File: src/rtl/sysctl_pkg.sv
package sysctl_pkg;

  localparam int BOARD_ID_LSB = 16;
  localparam int BOARD_ID_W   = 12;

  localparam logic [31:0] DISP_RESET_VAL = 32'h0000_1F00;
  localparam logic [31:0] EARLY_RO_MASK  = 32'h0000_3F00;
  localparam logic [31:0] LATE_KEEP_MASK = 32'h0000_0080;

  typedef enum logic [2:0] {
    BK_MUXED   = 3'd0,
    BK_EARLY   = 3'd1,
    BK_LATE    = 3'd2,
    BK_NODISP  = 3'd3,
    BK_UNKNOWN = 3'd4
  } board_kind_e;

  function automatic board_kind_e kind_of(input logic [31:0] sys_id);
    logic [BOARD_ID_W-1:0] id;
    id = sys_id[BOARD_ID_LSB +: BOARD_ID_W];
    case (id)
      12'h100:         return BK_MUXED;
      12'h140:         return BK_EARLY;
      12'h178, 12'h182: return BK_LATE;
      12'h190:         return BK_NODISP;
      default:         return BK_UNKNOWN;
    endcase
  endfunction

endpackage

File: src/rtl/disp_ctl_reg.sv
module disp_ctl_reg
  import sysctl_pkg::*;
#(
  parameter board_kind_e KIND   = BK_MUXED,
  parameter int          DATA_W = 32,
  parameter int          FMT_W  = 2
) (
  input  logic              clk,
  input  logic              rst_n,
  input  logic              wr_hit,
  input  logic [DATA_W-1:0] wr_data,
  output logic [DATA_W-1:0] disp_val,
  output logic [FMT_W-1:0]  fmt_sel
);

  localparam bit IS_EARLY  = (KIND == BK_MUXED) || (KIND == BK_EARLY);
  localparam bit WR_ACTIVE = IS_EARLY || (KIND == BK_LATE);
  localparam logic [DATA_W-1:0] HOLD_MASK =
      IS_EARLY          ? DATA_W'(EARLY_RO_MASK)  :
      (KIND == BK_LATE) ? DATA_W'(LATE_KEEP_MASK) : '1;
  localparam logic [DATA_W-1:0] RESET_VAL =
      (KIND == BK_NODISP) ? '0 : DATA_W'(DISP_RESET_VAL);

  logic [DATA_W-1:0] disp_q, disp_d;
  logic              disp_en;

  always_comb begin
    disp_en = wr_hit && WR_ACTIVE;
    disp_d  = (disp_q & HOLD_MASK) | (wr_data & ~HOLD_MASK);
  end

  always_ff @(posedge clk or negedge rst_n) begin
    if (!rst_n)       disp_q <= RESET_VAL;
    else if (disp_en) disp_q <= disp_d;
  end

  assign disp_val = disp_q;

  generate
    if (KIND == BK_MUXED) begin : g_fmt
      logic [FMT_W-1:0] fmt_q, fmt_d;
      logic             fmt_en;

      always_comb begin
        fmt_en = wr_hit;
        fmt_d  = wr_data[FMT_W-1:0];
      end

      always_ff @(posedge clk or negedge rst_n) begin
        if (!rst_n)      fmt_q <= '0;
        else if (fmt_en) fmt_q <= fmt_d;
      end

      assign fmt_sel = fmt_q;

      a_r5_fmt_follows_write: assert property (@(posedge clk) disable iff (!rst_n)
        wr_hit |=> fmt_sel == $past(wr_data[FMT_W-1:0]));
      a_r5_fmt_holds: assert property (@(posedge clk) disable iff (!rst_n)
        !wr_hit |=> $stable(fmt_sel));
    end else begin : g_no_fmt
      assign fmt_sel = '0;
    end

    if (IS_EARLY) begin : g_chk_early
      a_r4_ro_field_stable: assert property (@(posedge clk) disable iff (!rst_n)
        1'b1 |=> $stable(disp_q[13:8]));
      a_r4_low_bits_written: assert property (@(posedge clk) disable iff (!rst_n)
        wr_hit |=> disp_q[7:0] == $past(wr_data[7:0]));
    end

    if (KIND == BK_LATE) begin : g_chk_late
      a_r6_bit7_kept: assert property (@(posedge clk) disable iff (!rst_n)
        wr_hit |=> disp_q[7] == $past(disp_q[7]));
      a_r6_others_written: assert property (@(posedge clk) disable iff (!rst_n)
        wr_hit |=> disp_q[6:0] == $past(wr_data[6:0]));
    end

    if (!WR_ACTIVE) begin : g_chk_frozen
      a_r9_write_ignored: assert property (@(posedge clk) disable iff (!rst_n)
        wr_hit |=> $stable(disp_q));
    end
  endgenerate

endmodule

File: src/rtl/card_status_reg.sv
module card_status_reg
  import sysctl_pkg::*;
#(
  parameter board_kind_e KIND   = BK_MUXED,
  parameter int          DATA_W = 32
) (
  input  logic              clk,
  input  logic              rst_n,
  input  logic              card_det,
  input  logic              wr_prot,
  output logic [DATA_W-1:0] stat_val
);

  localparam int WP_BIT = ((KIND == BK_MUXED) || (KIND == BK_EARLY)) ? 2 : 1;

  logic [DATA_W-1:0] stat_q, stat_d;
  logic              stat_en;
  logic              armed_q;

  always_comb begin
    stat_en        = 1'b1;
    stat_d         = '0;
    stat_d[0]      = card_det;
    stat_d[WP_BIT] = wr_prot;
  end

  always_ff @(posedge clk or negedge rst_n) begin
    if (!rst_n)       stat_q <= '0;
    else if (stat_en) stat_q <= stat_d;
  end

  always_ff @(posedge clk or negedge rst_n) begin
    if (!rst_n) armed_q <= 1'b0;
    else        armed_q <= 1'b1;
  end

  assign stat_val = stat_q;

  a_r7_card_bit: assert property (@(posedge clk) disable iff (!rst_n)
    armed_q |-> stat_q[0] == $past(card_det));
  a_r7_wp_bit: assert property (@(posedge clk) disable iff (!rst_n)
    armed_q |-> stat_q[WP_BIT] == $past(wr_prot));
  a_r7_at_most_two_bits: assert property (@(posedge clk) disable iff (!rst_n)
    $countones(stat_q) <= 2);

endmodule

File: src/rtl/sysctl_rd_mux.sv
module sysctl_rd_mux #(
  parameter int              ADDR_W   = 12,
  parameter int              DATA_W   = 32,
  parameter logic [ADDR_W-1:0] DISP_OFS = 12'h050,
  parameter logic [ADDR_W-1:0] STAT_OFS = 12'h048
) (
  input  logic              clk,
  input  logic              rst_n,
  input  logic              rd_en,
  input  logic [ADDR_W-1:0] addr,
  input  logic [DATA_W-1:0] disp_val,
  input  logic [DATA_W-1:0] stat_val,
  output logic [DATA_W-1:0] rd_data
);

  logic [DATA_W-1:0] rd_q, rd_d;
  logic              rd_load;

  always_comb begin
    rd_load = rd_en;
    if (addr == DISP_OFS)      rd_d = disp_val;
    else if (addr == STAT_OFS) rd_d = stat_val;
    else                       rd_d = '0;
  end

  always_ff @(posedge clk or negedge rst_n) begin
    if (!rst_n)       rd_q <= '0;
    else if (rd_load) rd_q <= rd_d;
  end

  assign rd_data = rd_q;

  a_r8_hold_when_idle: assert property (@(posedge clk) disable iff (!rst_n)
    !rd_en |=> $stable(rd_data));
  a_r8_unmapped_zero: assert property (@(posedge clk) disable iff (!rst_n)
    (rd_en && addr != DISP_OFS && addr != STAT_OFS) |=> rd_data == '0);
  a_r8_disp_returned: assert property (@(posedge clk) disable iff (!rst_n)
    (rd_en && addr == DISP_OFS) |=> rd_data == $past(disp_val));

endmodule

File: src/rtl/sysctl_disp_regs.sv
module sysctl_disp_regs
  import sysctl_pkg::*;
#(
  parameter logic [31:0] SYS_ID   = 32'h0100_0000,
  parameter int          ADDR_W   = 12,
  parameter int          DATA_W   = 32,
  parameter int          FMT_W    = 2,
  parameter logic [ADDR_W-1:0] DISP_OFS = 12'h050,
  parameter logic [ADDR_W-1:0] STAT_OFS = 12'h048
) (
  input  logic              clk,
  input  logic              rst_n,
  input  logic              wr_en,
  input  logic              rd_en,
  input  logic [ADDR_W-1:0] addr,
  input  logic [DATA_W-1:0] wr_data,
  output logic [DATA_W-1:0] rd_data,
  input  logic              card_det,
  input  logic              wr_prot,
  output logic [FMT_W-1:0]  fmt_sel
);

  localparam board_kind_e KIND = kind_of(SYS_ID);

  logic [1:0]        rst_pipe_q;
  logic              rst_sync_n;
  logic              wr_hit;
  logic [DATA_W-1:0] disp_val;
  logic [DATA_W-1:0] stat_val;

  always_ff @(posedge clk or negedge rst_n) begin
    if (!rst_n) rst_pipe_q <= 2'b00;
    else        rst_pipe_q <= {rst_pipe_q[0], 1'b1};
  end

  assign rst_sync_n = rst_pipe_q[1];
  assign wr_hit     = wr_en && (addr == DISP_OFS);

  disp_ctl_reg #(
    .KIND   (KIND),
    .DATA_W (DATA_W),
    .FMT_W  (FMT_W)
  ) u_disp (
    .clk      (clk),
    .rst_n    (rst_sync_n),
    .wr_hit   (wr_hit),
    .wr_data  (wr_data),
    .disp_val (disp_val),
    .fmt_sel  (fmt_sel)
  );

  card_status_reg #(
    .KIND   (KIND),
    .DATA_W (DATA_W)
  ) u_stat (
    .clk      (clk),
    .rst_n    (rst_sync_n),
    .card_det (card_det),
    .wr_prot  (wr_prot),
    .stat_val (stat_val)
  );

  sysctl_rd_mux #(
    .ADDR_W   (ADDR_W),
    .DATA_W   (DATA_W),
    .DISP_OFS (DISP_OFS),
    .STAT_OFS (STAT_OFS)
  ) u_rd (
    .clk      (clk),
    .rst_n    (rst_sync_n),
    .rd_en    (rd_en),
    .addr     (addr),
    .disp_val (disp_val),
    .stat_val (stat_val),
    .rd_data  (rd_data)
  );

  generate
    if (KIND == BK_NODISP) begin : g_chk_nodisp
      a_r3_reads_zero: assert property (@(posedge clk) disable iff (!rst_sync_n)
        (rd_en && addr == DISP_OFS) |=> rd_data == '0);
    end
    if (KIND != BK_MUXED) begin : g_chk_no_fmt
      a_r5_fmt_idle: assert property (@(posedge clk) disable iff (!rst_sync_n)
        fmt_sel == '0);
    end
  endgenerate

endmodule

File: config.mk
export PLATFORM = sky130hd
export DESIGN_NAME = sysctl_disp_regs
export DESIGN_NICKNAME = d
export VERILOG_FILES = /design/src/rtl/sysctl_pkg.sv /design/src/rtl/disp_ctl_reg.sv /design/src/rtl/card_status_reg.sv /design/src/rtl/sysctl_rd_mux.sv /design/src/rtl/sysctl_disp_regs.sv
export SDC_FILE = /design/constraint.sdc
export NUM_CORES = 1
export LEC_CHECK = 0
export ABC_AREA = 1
export BUFFER_PORTS_ARGS = -buffer_cell sky130_fd_sc_hd__buf_2
export CORE_ASPECT_RATIO = 2
export CORE_MARGIN = 8
export CORE_UTILIZATION = 47
export CTS_BUF_LIST = sky130_fd_sc_hd__clkbuf_4 sky130_fd_sc_hd__clkbuf_8
export DETAILED_ROUTE_END_ITERATION = 7
export HOLD_SLACK_MARGIN = 0.1
export PLACE_DENSITY_LB_ADDON = 0.05
export SLEW_MARGIN = 30
export SYNTH_ARGS = -nofsm -noshare
export SYNTH_HDL_FRONTEND = slang
export SYNTH_SLANG_ARGS = --single-unit
File: constraint.sdc
create_clock -name clk -period 2.3 [get_ports clk]
set_input_delay 0.23 -clock clk [delete_from_list [all_inputs] [get_ports clk]]
set_output_delay 0.23 -clock clk [all_outputs]
set_load 0.01 [all_outputs]
==> results of run 1 <==
worst max-delay path, delay by kind of cell:
kind                   cells  cell delay (ps)
AND/OR/NAND/NOR            3              930
AO/OA/AOI/OAI              1              280
buffers and inverters      2              150
Yosys cell counts (all sizes together):
| cell | instances |
|---|---|
| buf | 17 |
| nand2 | 87 |
| dfrtp | 58 |
| nand4 | 28 |
| clkbuf | 4 |
| nor3 | 1 |
| o21ai | 24 |
| inv | 30 |
| nor2 | 9 |
| conb | 1 |
| nand3 | 6 |
what timing repair did:
action | CTS | global route
resized for setup | 0 | 0
hold endpoints to repair | 7 | 0
setup buffers | 0 | 0
hold buffers | 4 | 0
routing by layer:
layer  up-vias  GRT usage  part of all wire
met5         -          0                 0
met4         0    0.09223             0.030
met3        14    0.05164             0.064
met2        61     0.2594              0.53
met1       904     0.1640              0.38
li1        986          -                 -
cell families (layout without fill, tap and decap cells):
family / count (synthesis) / after routing / share of synthesized area
simple gates: 131 / 131 / 0.2445
other cells: 1 / 1 / 0.001502
compound gates: 24 / 24 / 0.07665
flops: 58 / 58 / 0.5812
buf+inv: 51 / 131 / 0.09618
power by group through the flow:
stage | registers, uW | logic (uW) | clock network (uW)
after floorplan | 1060 | 29.4 | 0
after global placement | 1050 | 93.9 | 0
after detailed placement | 1050 | 94.9 | 0
after CTS | 1030 | 101 | 924
after global routing | 1030 | 111 | 973
final | 1030 | 98.7 | 905
registers in the layout, summed over array words and instances, names as in the netlist:
register,count
rst_pipe_q,2
u_disp.disp_val,26
u_rd.rd_data,28
u_stat.stat_val,2
layout make-up:
type,instances,area share
tap,58,0.02350
clock inverter,6,0.01864
multi-input combinational,156,0.2609
timing repair buffer,85,0.1475
inverter,30,0.03647
clock buffer,10,0.04254
sequential,58,0.4704
per-stage QoR:
stage | hold WS (ps) | std cells
after detailed placement | 15.16 | 383
after global routing | 137.9 | 403
after CTS | 129.2 | 403
final | 141.8 | 403
after floorplan | -65.59 | 265
after global placement | 14.30 | 383
cell usage in the layout, fill, tap and decap left out, types with 2 or more instances in the layout:
cell           instances
nand3_1                4
nor2_4                 2
buf_4                  4
nor2_1                 7
clkbuf_8               9
dfrtp_1               57
nand4_1               28
o21ai_0                5
dlygate4sd3_1          4
nand2_1               87
clkinv_2               4
buf_2                 77
inv_1                 29
o21ai_2               19
nand3_4                2
final timing paths:
path / slack, ps / startpoint / to / cells after the start
worst max-delay path: 940 / addr[5] / u_rd.rd_data[1] / 6
worst min-delay path: 140 / wr_data[20] / u_disp.disp_val[20] / 3
worst max register to register: 1520 / rst_pipe_q[1] / u_stat.stat_val[2] / 1
worst min register to register: 270 / rst_pipe_q[1] / u_rd.rd_data[1] / 1
max in group asynchronous: 1520 / rst_pipe_q[1] / u_stat.stat_val[2] / 1
min in group asynchronous: 200 / rst_n / rst_pipe_q[1] / 2
==> Implementation_results.wiki, run 1 <==
{| class="wikitable"
! Metric !! Value
|-
| DRC || 0
|-
| Crit path kind || in2reg
|-
| Maximum fanout along the worst path || 25
|-
| Grt total ovfl || 0
|-
| Clock Power Share || 0.445
|-
| Avg Inst Size Synth || between 9 and 10 um^2
|-
| Actual slew at the worst max-slew pin || around 540 ps
|-
| MaxCap Viol Count || 0
|-
| CTS clk-pin slew, worst paths || 70 ps
|-
| Pre-CTS WS || approximately 530 ps
|-
| Data arrival, critical path || approximately 1600 ps
|-
| Global router's overall resource usage || 0.1570
|-
| Synthesis-to-layout area growth || 23.65%
|-
| Post-layout min period || approximately 1400 ps
|-
| Final net count || between 300 and 400
|-
| Element type at the critical path end || flop
|-
| Switching power share of the total || 0.2282
|-
| Count of standard-cell rows || 37
|-
| Inserted Diodes || 0
|-
| Area of the core || around 5000 um^2
|-
| Buffers on Ports || 77
|-
| Post-synthesis cell count || around 270
|-
| Initial DRT Pass Iterations || 4
|-
| Root Driver || clkbuf_8
|-
| Clock net sink count || 58
|-
| Mapped cell area || 2497 um^2
|-
| DP HPWL || 4003 um
|-
| Htree depth || 3
|-
| Run status || finished clean
|-
| Max Clock Skew || 6.062 ps
|-
| CTS tree || yes
|-
| Post-layout util || 0.6009
|-
| Count of boundary I/O pins || 84
|-
| Post-route ant nets || 0
|-
| Filler cell count in the final layout || around 500
|-
| Maximum buffer depth of the clock tree || 2
|-
| Number of antenna violations at the first check in global routing || 0
|-
| Vias || roughly 2000
|-
| Series of cell instances along the critical path || buf_2 > inv_1 > nand2_1 > nor2_4 > nand3_4 > o21ai_0
|-
| Area of placed instances || 2859 um^2
|-
| Combinational share of power || 0.049
|-
| First-pass GRT wire length || 9611 um
|-
| Unique cell type count in the Yosys netlist || 17
|-
| Fraction of layout cells with a size suffix above 1 || 0.3536
|-
| Violation count after the first detailed-routing iteration || between 70 and 80
|-
| Fraction of power consumed by sequential logic || 0.506
|-
| Initial cell density of the core || 0.4860
|-
| Count of final setup violators || 0
|-
| Worst hold-check path type || in2reg
|-
| Critical-path cell with the highest stage delay || nor2_4
|-
| Maximum number of pins on one net before global-route repair || 32
|-
| Sw power || ~460 uW
|-
| Die height || between 100 and 150 um
|-
| Total of flip-flops plus latches after synthesis || between 50 and 60
|-
| Required time reported for the critical path endpoint || roughly 2600 ps
|-
| Power density of the placed cells || approximately 660 nW/um^2
|-
| Total Neg Setup Slack || 0 ps
|-
| Part of the Yosys area used for sequential elements || 0.5812
|-
| Worst Setup Start Kind || input port
|-
| Fmax || ~0.74 GHz
|-
| Synth area leader || dfrtp_1
|-
| Internal portion of total power || around 1600 uW
|-
| Count of endpoints failing hold in the final timing report || 0
|-
| Total power after layout || between 2000 and 2500 uW
|-
| Final worst setup slack || 943.9 ps
|-
| Static Leak || between 0.0015 and 0.002 uW
|-
| Clock insertion delay at the later pin of the skew report || around 340 ps
|-
| Count of final max-slew check failures || 0
|-
| Area occupied by multi-input gates || 805.8 um^2
|-
| Unrepaired setup endpoints after global routing || no
|-
| Max VDD drop || approximately 0.00079 V
|-
| Highest cell delay on the worst timing path || roughly 450 ps
|-
| Routed wire length || approximately 5700 um
|-
| Net count after synthesis || 315
|-
| Final cell area excluding filler cells || 3088 um^2
|-
| Global placer's final weighted congestion || 0.8042
|-
| Sequential cell area in the final layout || 1453 um^2
|-
| Fraction of the cycle the final worst path needs || 0.5896
|-
| Die area || 8044 um^2
|-
| Headroom to the max-slew limit || 0.6417
|-
| Die Wd || around 68 um
|-
| Synth top area share || 0.5812
|-
| Vias in the first global route || just over 2000
|-
| Top cells by area, synth || dfrtp_1, nand2_1, nand4_1
|-
| CTS buffer count || 9
|-
| Routed len/inst || around 14 um
|-
| Detail-routed via count per cell || 4.876
|-
| Yosys warning total || 0
|}
No activity file was read; power rests on OpenSTA's default activity.
==> run 2, diff against run 1 <==
--- a/config.mk
+++ b/config.mk
@@ -5,7 +5,7 @@
 export SDC_FILE = /design/constraint.sdc
 export NUM_CORES = 1
 export LEC_CHECK = 0
-export ABC_AREA = 1
+export ABC_AREA = 0
 export BUFFER_PORTS_ARGS = -buffer_cell sky130_fd_sc_hd__buf_2
 export CORE_ASPECT_RATIO = 2
 export CORE_MARGIN = 8
==> constraint.sdc (replaced) <==
create_clock -name clk -period 1.4 [get_ports clk]
set_input_delay 0.14 -clock clk [delete_from_list [all_inputs] [get_ports clk]]
set_output_delay 0.14 -clock clk [all_outputs]
set_load 0.01 [all_outputs]
==> run 2 against run 1 <==
Final cell count down 15%. Synthesized cell count down 35%. Clock power up 140%. Largest cell class unchanged. Largest power group is now clock.
==> Implementation_results.wiki, run 2 <==
{| class="wikitable"
! Metric !! Value
|-
| Die Wd || ~66 um
|-
| Yosys warning total || 0
|-
| Post-synthesis cell count || 171
|-
| CTS tree || yes
|-
| Fraction of the cycle the final worst path needs || 0.8467
|-
| Maximum fanout along the worst path || 9
|-
| Count of standard-cell rows || 36
|-
| Worst Setup Start Kind || input port
|-
| Mapped cell area || around 2300 um^2
|-
| Synth top area share || 0.6253
|-
| Initial DRT Pass Iterations || 4
|-
| Htree depth || 3
|-
| Initial cell density of the core || 0.4816
|-
| Die height || approximately 120 um
|-
| Filler cell count in the final layout || around 370
|-
| Max reg flops || 28
|-
| Avg Inst Size Synth || between 10 and 15 um^2
|-
| Grt total ovfl || 0
|-
| Unrepaired setup endpoints after global routing || no
|-
| Static Leak || roughly 0.0017 uW
|-
| Highest cell delay on the worst timing path || about 350 ps
|-
| Die area || 7579 um^2
|-
| Count of final setup violators || 0
|-
| Max VDD drop || just under 0.0009 V
|-
| Post-layout util || 0.6947
|-
| Routed len/inst || around 18 um
|-
| CTS clk-pin slew, worst paths || about 60 ps
|-
| Clock insertion delay at the later pin of the skew report || around 330 ps
|-
| Run status || finished clean
|-
| Final net count || between 300 and 400
|-
| Synthesis-to-layout area growth || 44.26%
|-
| Fraction of layout cells with a size suffix above 1 || 0.4014
|-
| Total setup buffers inserted after CTS || 0
|-
| Worst hold-check path type || in2async
|-
| Global placer's final weighted congestion || ~0.75
|-
| Vias in the first global route || between 2000 and 2500
|-
| Pre-CTS WS || -127.3 ps
|-
| Power density of the placed cells || between 1000 and 1500 nW/um^2
|-
| Fmax || 0.8436 GHz
|-
| Detail-routed via count per cell || roughly 5.3
|-
| Most frequent cells after synthesis || dfrtp_1, nand3_1, o2bb2ai_1
|-
| Violation count after the first detailed-routing iteration || 75
|-
| Max Clock Skew || 7.612 ps
|-
| Series of cell instances along the critical path || buf_2 > nor4_2 > and4_1 > buf_4 > mux2_2
|-
| Clock net sink count || between 50 and 60
|-
| Maximum buffer depth of the clock tree || 2
|-
| Post-route ant nets || 0
|-
| Number of antenna violations at the first check in global routing || 0
|-
| Area of the core || 4820 um^2
|-
| Most numerous cell in the Yosys netlist || dfrtp_1
|-
| Count of final max-slew check failures || 0
|-
| Hold_buf cts || 29
|-
| Most common cell after layout, fill and taps aside || buf_2
|-
| Net count after synthesis || roughly 220
|-
| Required time reported for the critical path endpoint || around 1600 ps
|-
| Element type at the critical path end || flop
|-
| Buffers on Ports || 77
|-
| MaxCap Viol Count || 0
|-
| Data arrival, critical path || approximately 1400 ps
|-
| Count of boundary I/O pins || 84
|-
| Vias || about 1800
|-
| Final worst setup slack || approximately 210 ps
|-
| Routed wire length || between 6000 and 7000 um
|-
| Cells resized by post-CTS repair || 0
|-
| Dominant register cell in the synthesized netlist || dfrtp_1
|-
| Top cells by area, synth || dfrtp_1, mux2_1, o2bb2ai_1
|-
| Unique cell type count in the Yosys netlist || 20
|-
| CTS buffer count || 9
|-
| Global router's overall resource usage || 0.1718
|-
| Part of the Yosys area used for sequential elements || 0.6253
|-
| DRC || 0
|-
| Maximum number of pins on one net before global-route repair || 57
|-
| Total Neg Setup Slack || 0 ps
|-
| Total of flip-flops plus latches after synthesis || 58
|-
| Inserted Diodes || 0
|-
| Count of endpoints failing hold in the final timing report || 0
|-
| DP HPWL || between 4000 and 5000 um
|-
| Number of flops mapped to enable cells by yosys || 0
|-
| Synth area leader || dfrtp_1
|-
| Proportion of synthesized flip-flops having asynchronous set or reset || 1.000
|-
| Crit path kind || in2reg
|-
| First-pass GRT wire length || between 10000 and 15000 um
|-
| Root Driver || clkbuf_8
|-
| Post-layout min period || ~1200 ps
|-
| Highest-count cells in the layout ignoring fill and taps || buf_2, dfrtp_1, dlygate4sd3_1
|-
| Critical-path cell with the highest stage delay || mux2_2
|}
[run 2: cell types whose count changed after synthesis, sizes merged, moves of 8 or more]
cell,change
nand2,-84
inv,-29
nand4,-28
mux2,+26
o2bb2ai,+25
o21ai,-24
nand3,+19
nor2,-8
[run 2: power by group]
part	internal, uW	switching, uW	leakage [uW]
logic	121	105	0.000774
registers	1690	4.60	0.000800
clock network	1510	647	0.000143
total	3320	757	0.00172
[run 2: worst paths after layout]
kind	to	startpoint	cells after the start	slack, ps
setup / recovery	u_disp.disp_val[28]	addr[9]	5	210
setup reg to reg	u_disp.disp_val[1]	u_disp.disp_val[1]	1	590
min in group clk	u_rd.rd_data[0]	addr[4]	4	220
hold reg to reg	u_rd.rd_data[27]	rst_pipe_q[1]	1	270
hold / removal	rst_pipe_q[1]	rst_n	2	130
max in group asynchronous	u_disp.disp_val[6]	rst_pipe_q[1]	1	880
[run 2: area by class of cell]
class                   instances  area (um^2)  area share
flip-flops and latches         58         1453      0.4339
repair buffers                117        783.3      0.2339
multi-input cells              92        752.0      0.2246
clock buffers                  12        165.2     0.04933
clock inverters                 4        120.1     0.03587
well taps                      57        71.32     0.02130
inverters                       1        3.754    0.001121
[run 2: routing by layer]
metal  GRT usage  share of wire
met1      0.1908           0.39
met2      0.2866           0.52
met3     0.05659          0.068
met4     0.07625          0.014
met5           0              0
[run 2: critical path, delay by kind of cell]
family	cells	cell delay [ps]
buffers and inverters	2	310
muxes	1	350
and+or+nand+nor	2	580
[run 2: kinds of logic (layout without fill, tap and decap cells)]
logic type      count (synthesis)  after routing  synth area share
buf+inv                        21            134           0.05175
compound gates                 29             29            0.1073
flops                          58             58            0.6253
other cells                     1              1          0.001616
mux                            26             26            0.1261
simple gates                   36             36           0.08787
[run 2: per-stage QoR]
stage / total power [uW] / hold WS (ps) / instances / area [um^2]
detailed placement: 1887 / -74.08 / 296 / 2773
CTS: 4121 / 116.1 / 341 / 3348
global route: 4213 / 139.7 / 341 / 3348
global placement: 1880 / -75.56 / 296 / 2773
finish: 4072 / 128.5 / 341 / 3348
floorplan: 1786 / -155.6 / 171 / 2322
